File: config.mk
export PLATFORM = sky130hd
export DESIGN_NAME = sbf_rd_ctrl
export DESIGN_NICKNAME = d
export VERILOG_FILES = /design/src/rtl/sbf_pkg.sv /design/src/rtl/sbf_wait_tmr.sv /design/src/rtl/sbf_rdy_qual.sv /design/src/rtl/sbf_capture.sv /design/src/rtl/sbf_fsm.sv /design/src/rtl/sbf_rd_ctrl.sv
export SDC_FILE = /design/constraint.sdc
export NUM_CORES = 1
export LEC_CHECK = 0
export BUFFER_PORTS_ARGS = -buffer_cell sky130_fd_sc_hd__buf_4
export CORE_MARGIN = 4
export CORE_UTILIZATION = 44
export CTS_CLUSTER_SIZE = 8
export DETAILED_ROUTE_END_ITERATION = 10
export HOLD_SLACK_MARGIN = 0.1
export PLACE_DENSITY = 0.88
export SLEW_MARGIN = 20
export SYNTH_ARGS = -nofsm -noshare
export SYNTH_HDL_FRONTEND = slang
export SYNTH_SLANG_ARGS = --single-unit
File: constraint.sdc
create_clock -name clk -period 2.28 [get_ports clk]
set_clock_uncertainty 0.1 [all_clocks]
set_input_delay 0.342 -clock clk [delete_from_list [all_inputs] [get_ports clk]]
set_output_delay 0.342 -clock clk [all_outputs]
set_load 0.02 [all_outputs]
File: src/rtl/sbf_pkg.sv
package sbf_pkg;

  typedef enum logic [2:0] {
    ST_IDLE,
    ST_SETUP,
    ST_ADDR,
    ST_WAIT,
    ST_BURST,
    ST_TAIL
  } sbf_state_e;

endpackage

File: src/rtl/sbf_wait_tmr.sv
// Initial-access wait timer: loaded with the wait count, counts down to 1.
module sbf_wait_tmr #(
  parameter int WAIT_W = 4
) (
  input  logic              clk,
  input  logic              rst,
  input  logic              load,
  input  logic              en,
  input  logic [WAIT_W-1:0] init,
  output logic              done
);

  logic [WAIT_W-1:0] cnt_q;

  always_ff @(posedge clk) begin
    if (rst) begin
      cnt_q <= '0;
    end else if (load) begin
      cnt_q <= init;
    end else if (en && (cnt_q > WAIT_W'(1))) begin
      cnt_q <= cnt_q - WAIT_W'(1);
    end
  end

  assign done = (cnt_q <= WAIT_W'(1));

endmodule

File: src/rtl/sbf_rdy_qual.sv
// Ready qualification (early or aligned) and consecutive-miss watchdog.
module sbf_rdy_qual #(
  parameter int WD_W = 6
) (
  input  logic            clk,
  input  logic            rst,
  input  logic            early,
  input  logic            track,
  input  logic            in_burst,
  input  logic            rdy,
  input  logic [WD_W-1:0] lim,
  output logic            hit,
  output logic            timeout
);

  logic            rdy_d1_q;
  logic [WD_W-1:0] miss_q;
  logic [WD_W:0]   miss_nxt;

  // Ready seen one clock ago; only meaningful once outputs are enabled.
  always_ff @(posedge clk) begin
    if (rst) begin
      rdy_d1_q <= 1'b0;
    end else begin
      rdy_d1_q <= track & rdy;
    end
  end

  assign hit      = in_burst & (early ? rdy_d1_q : rdy);
  assign miss_nxt = {1'b0, miss_q} + (WD_W + 1)'(1);
  assign timeout  = in_burst & ~hit & (miss_nxt >= {1'b0, lim});

  always_ff @(posedge clk) begin
    if (rst || !in_burst || hit || timeout) begin
      miss_q <= '0;
    end else begin
      miss_q <= miss_q + WD_W'(1);
    end
  end

endmodule

File: src/rtl/sbf_capture.sv
// Registered host-side output stage.
module sbf_capture #(
  parameter int DATA_W = 16
) (
  input  logic              clk,
  input  logic              rst,
  input  logic              cap,
  input  logic              last,
  input  logic              abort,
  input  logic [DATA_W-1:0] din,
  output logic              rd_valid,
  output logic [DATA_W-1:0] rd_data,
  output logic              rd_last,
  output logic              rd_err
);

  always_ff @(posedge clk) begin
    if (rst) begin
      rd_valid <= 1'b0;
      rd_last  <= 1'b0;
      rd_err   <= 1'b0;
      rd_data  <= '0;
    end else begin
      rd_valid <= cap;
      rd_last  <= cap & last;
      rd_err   <= abort;
      if (cap) begin
        rd_data <= din;
      end
    end
  end

endmodule

File: src/rtl/sbf_fsm.sv
// Burst sequencer: strobe ordering, word count, teardown.
module sbf_fsm
  import sbf_pkg::*;
#(
  parameter int ADDR_W = 24,
  parameter int LEN_W  = 8
) (
  input  logic              clk,
  input  logic              rst,
  input  logic              req_valid,
  input  logic [ADDR_W-1:0] req_addr,
  input  logic [LEN_W-1:0]  req_len,
  input  logic              wait_zero,
  input  logic              tmr_done,
  input  logic              hit,
  input  logic              timeout,
  output sbf_state_e        state,
  output logic              tmr_load,
  output logic              last_word,
  output logic              ce_n,
  output logic              avd_n,
  output logic              oe_n,
  output logic [ADDR_W-1:0] addr,
  output logic              ready
);

  sbf_state_e       st_q, nxt;
  logic [LEN_W-1:0] left_q;
  logic             accept;

  assign state     = st_q;
  assign accept    = (st_q == ST_IDLE) && req_valid;
  assign tmr_load  = (st_q == ST_ADDR);
  assign last_word = (st_q == ST_BURST) && hit && (left_q == '0);

  always_comb begin
    nxt = st_q;
    unique case (st_q)
      ST_IDLE:  if (req_valid) nxt = ST_SETUP;
      ST_SETUP: nxt = ST_ADDR;
      ST_ADDR:  nxt = wait_zero ? ST_BURST : ST_WAIT;
      ST_WAIT:  if (tmr_done) nxt = ST_BURST;
      ST_BURST: if (last_word || timeout) nxt = ST_TAIL;
      ST_TAIL:  nxt = ST_IDLE;
      default:  nxt = ST_IDLE;
    endcase
  end

  always_ff @(posedge clk) begin
    if (rst) begin
      st_q   <= ST_IDLE;
      ce_n   <= 1'b1;
      avd_n  <= 1'b1;
      oe_n   <= 1'b1;
      ready  <= 1'b1;
      addr   <= '0;
      left_q <= '0;
    end else begin
      st_q  <= nxt;
      ce_n  <= (nxt == ST_IDLE);
      avd_n <= (nxt != ST_ADDR);
      oe_n  <= !((nxt == ST_WAIT) || (nxt == ST_BURST));
      ready <= (nxt == ST_IDLE);
      if (accept) begin
        addr   <= req_addr;
        left_q <= req_len;
      end else if ((st_q == ST_BURST) && hit && (left_q != '0)) begin
        left_q <= left_q - LEN_W'(1);
      end
    end
  end

endmodule

File: src/rtl/sbf_rd_ctrl.sv
// Synchronous burst flash read controller, top level.
module sbf_rd_ctrl
  import sbf_pkg::*;
#(
  parameter int ADDR_W = 24,
  parameter int DATA_W = 16,
  parameter int LEN_W  = 8,
  parameter int WAIT_W = 4,
  parameter int WD_W   = 6
) (
  input  logic              clk,
  input  logic              rst,
  input  logic [WAIT_W-1:0] cfg_wait,
  input  logic              cfg_rdy_early,
  input  logic [WD_W-1:0]   cfg_wdog_lim,
  input  logic              req_valid,
  output logic              req_ready,
  input  logic [ADDR_W-1:0] req_addr,
  input  logic [LEN_W-1:0]  req_len,
  output logic              fl_ce_n,
  output logic              fl_avd_n,
  output logic              fl_oe_n,
  output logic [ADDR_W-1:0] fl_addr,
  input  logic [DATA_W-1:0] fl_dq,
  input  logic              fl_rdy,
  output logic              rd_valid,
  output logic [DATA_W-1:0] rd_data,
  output logic              rd_last,
  output logic              rd_err
);

  sbf_state_e state;
  logic       tmr_load, tmr_done, hit, timeout, last_word;
  logic       track, in_burst;

  assign track    = (state == ST_WAIT) || (state == ST_BURST);
  assign in_burst = (state == ST_BURST);

  sbf_fsm #(.ADDR_W(ADDR_W), .LEN_W(LEN_W)) u_fsm (
    .clk       (clk),
    .rst       (rst),
    .req_valid (req_valid),
    .req_addr  (req_addr),
    .req_len   (req_len),
    .wait_zero (cfg_wait == '0),
    .tmr_done  (tmr_done),
    .hit       (hit),
    .timeout   (timeout),
    .state     (state),
    .tmr_load  (tmr_load),
    .last_word (last_word),
    .ce_n      (fl_ce_n),
    .avd_n     (fl_avd_n),
    .oe_n      (fl_oe_n),
    .addr      (fl_addr),
    .ready     (req_ready)
  );

  sbf_wait_tmr #(.WAIT_W(WAIT_W)) u_tmr (
    .clk  (clk),
    .rst  (rst),
    .load (tmr_load),
    .en   (state == ST_WAIT),
    .init (cfg_wait),
    .done (tmr_done)
  );

  sbf_rdy_qual #(.WD_W(WD_W)) u_qual (
    .clk      (clk),
    .rst      (rst),
    .early    (cfg_rdy_early),
    .track    (track),
    .in_burst (in_burst),
    .rdy      (fl_rdy),
    .lim      (cfg_wdog_lim),
    .hit      (hit),
    .timeout  (timeout)
  );

  sbf_capture #(.DATA_W(DATA_W)) u_cap (
    .clk      (clk),
    .rst      (rst),
    .cap      (hit),
    .last     (last_word),
    .abort    (timeout),
    .din      (fl_dq),
    .rd_valid (rd_valid),
    .rd_data  (rd_data),
    .rd_last  (rd_last),
    .rd_err   (rd_err)
  );

endmodule

==> results.cfg <==
[synthesis]
synth_top_area_share = 0.4658
synthSimpleGateAreaFrac = 0.2372
synth_most_common_cell = nand2_1
yosysWarnings = 0
synth_nets = 426
synth_top_area_cell = dfxtp_1
yosys-top-cells-area = dfxtp_1 47%, nand2_1 12%, a21oi_1 8.2%
synth_area_um2 = 2923
ys_types = 48
ys_seq_area_frac = 0.4658
synthTopCellsByCount = 94 x nand2_1, 68 x dfxtp_1, 48 x a21oi_1
synth_cells = 353
ys_async_sr_fraction = 0
synth_edf_count = 0
yosys_register_bits = 68
synth_area_per_cell_um2 = 8.280
muxShareOfSynthArea = 0.02269
synth_compound_area_frac = 0.1545
synthFlopType = dfxtp_1
synth_top_family_by_area = simple AND/OR/NAND/NOR gates
synth_xor_area_frac = 0.02697
synthAdderAreaFrac = 0.04281

[sta]
final-setup-viol-count = 1
fmax_ghz = 0.4354
slew_headroom = 0.3086
drv_slew = 0
tightest_slew_ps = 1033
setup-tns-final_ps = -16.86
layout_setup_ws_ps = -16.86
rsz0062_at_grt = yes
period_share = 1.007
hold_viol_final = 0
final.min_clock_period_ps = 2297

[grt]
grt_pass1_wl_mm = 12.05
grt_max_degree = 61
grt_pass1_vias = 2888
grt_usage = 0.1924
grt-ovfl-total = 0
antenna_found_initial = 0

[place]
placed_cells = 531
dp_slack_ps = -146.4
place_congestion = 0.8102
dp_hpwl_mm = 5.399
port_buffers = 109

[clock_network]
cts-buffers-inserted = 9
clockBufferDepth = 2
htree_levels = 3
cts_root_buffer = clkbuf_8
ctsHoldBuffers = 0
clkLatencyLatePin_ps = 330
cts_num_sinks = 68
cts_tree = done
clkSlewWorstSetupHoldPaths_ps = 70

[outcome]
status = finished with violations
failed_checks = setup timing

[layout]
fin_util = 0.6458
finalNonFillerCells = 551
drive_gt1_frac = 0.3502
nets = 542
antenna_cells = 0
n_fill_cell = 516
area_growth_pct = 41.10

[routing]
drtIter0Drc = 103
drcViolationCount = 0
wl_met1_mm = 3.031
top_layer = met4
dr.pass1.iters = 4
drt_wl_total_mm = 7.694
detail_route.wl_per_cell_um = 13.96
vias_per_cell = 5.156
met2_wirelength_mm = 3.905
num_vias = 2841
met3_length_um = 585
ant_nets = 0

[setup_path]
required_ps = 2400
cpMaxStageDelayCell = dfxtp_4
cpPeakStageDelay_ps = 370
crit_chain = buf_6, nand2_1, nor2_1, xor2_1, ha_1, inv_1, o221ai_2, a41oi_2, o2111ai_2, mux2_4
cp-start-kind = flip-flop
crit_path_max_fanout = 4
end_kind = flip-flop
worstPathArrival_ps = 2420
path_class = reg2reg

[floorplan]
num_rows = 29
core_area_um2 = 6386
die_h_um = 89.50
die_area_um2 = 8010
num_io_pins = 110
die_w_um = 89.50
start_util = 0.4577

[min_path]
hold_class = in2reg

[power]
p_leak_uw = 0.001823
power.density_nw_per_um2 = 691.9
vdd_ir_drop_max_mv = 0.3924

[flow_run]
cap_violations = 0
-- critical path: cells and delay by family (launching register included) --
family,cells,cell delay [ps]
DFF,1,370
muxes,1,320
and+or+nand+nor,2,170
adders and majority gates,1,290
AOI/OAI and AO/OA,3,540
xor gates and xnor gates,1,220
buffers and inverters,2,180
-- where the power goes --
part,internal [µW],switching (µW),total (µW)
Clock,500,435,936
Sequential,1260,66.2,1330
Combinational,277,310,588
Total,2040,812,2850
-- cell families after synthesis --
group	Yosys count
AND/OR/NAND/NOR	152
AO/OA/AOI/OAI	74
flip-flops	68
buffers and inverters	34
adder cells (fa/ha/maj)	10
XOR/XNOR	9
multiplexers	6
-- final cells by class --
cell class / count / area [µm²] / share of cell area
clock inverters: 5 / 52.55 / 0.01274
inverters: 16 / 60.06 / 0.01456
repair buffers: 123 / 927.1 / 0.2248
multi-input cells: 251 / 1481 / 0.3592
flip-flops and latches: 68 / 1375 / 0.3334
well taps: 77 / 96.34 / 0.02336
clock buffers: 11 / 131.4 / 0.03186
-- state kept, by name, summed over array words and instances, names as in the netlist --
name / count
u_fsm.oe_n: 1
u_fsm.avd_n: 1
u_cap.rd_last: 1
u_cap.rd_valid: 1
u_qual.miss_q: 6
u_tmr.cnt_q: 4
u_fsm.ce_n: 1
u_cap.rd_data: 16
u_fsm.state: 3
u_fsm.left_q: 8
u_qual.rdy_d1_q: 1
u_cap.rd_err: 1
u_fsm.addr: 24
-- what timing repair did --
item	CTS	global route
gates resized for setup	6	13
hold endpoints to repair	0	0
cloned	0	0
buffers inserted	1	3
endpoints found under the setup margin	3	10
pin swaps	3	7
-- layout by cell type (no fill, tap or decap), types with 2 or more instances in the layout --
master    synthesis  final
xnor2_1           7      6
dfxtp_1          68     63
dfxtp_2           0      2
nor2b_1           3      3
or3_1             2      2
a211oi_1          5      4
clkbuf_1         12      2
dfxtp_4           0      3
nand2_1          94     94
clkinv_2          0      3
buf_4             1    122
nor4_1            2      2
xor2_1            2      2
or3_2             2      2
nand3b_1          2      2
nor3_1            6      6
ha_1             10      9
a21oi_1          48     47
or4_2             2      2
inv_1            16     16
or2_2             3      2
clkbuf_8          1      9
and3_1            5      5
nor2_1           20     20
o21ai_0           7      6
mux2i_1           4      4
a311oi_1          2      2
-- per-layer routing --
layer,up-vias,GRT usage
met2,86,0.3322
met5,-,0
met3,17,0.07650
met1,1322,0.2086
met4,0,0.08119
li1,1416,-
-- per-stage QoR --
stage          cell area [µm²]  power (µW)  hold slack, ps
2_1_floorplan             2934        1692           317.5
3_3_place_gp              3837        1913           341.7
3_5_place_dp              3837        1937           348.4
4_1_cts                   4061        2881           135.0
5_1_grt                   4124        3009           137.1
6_report                  4124        2853           149.9
-- final timing paths --
check	startpoint	endpoint	slack (ps)	depth (start not counted)
max	u_qual.miss_q[0]	u_fsm.oe_n	-20	10
max reg2reg	u_qual.miss_q[0]	u_fsm.oe_n	-20	10
min reg2reg	u_fsm.addr[3]	u_fsm.addr[3]	350	2
min	req_addr[17]	u_fsm.addr[17]	150	3
Power figures use the tool's default switching activity.
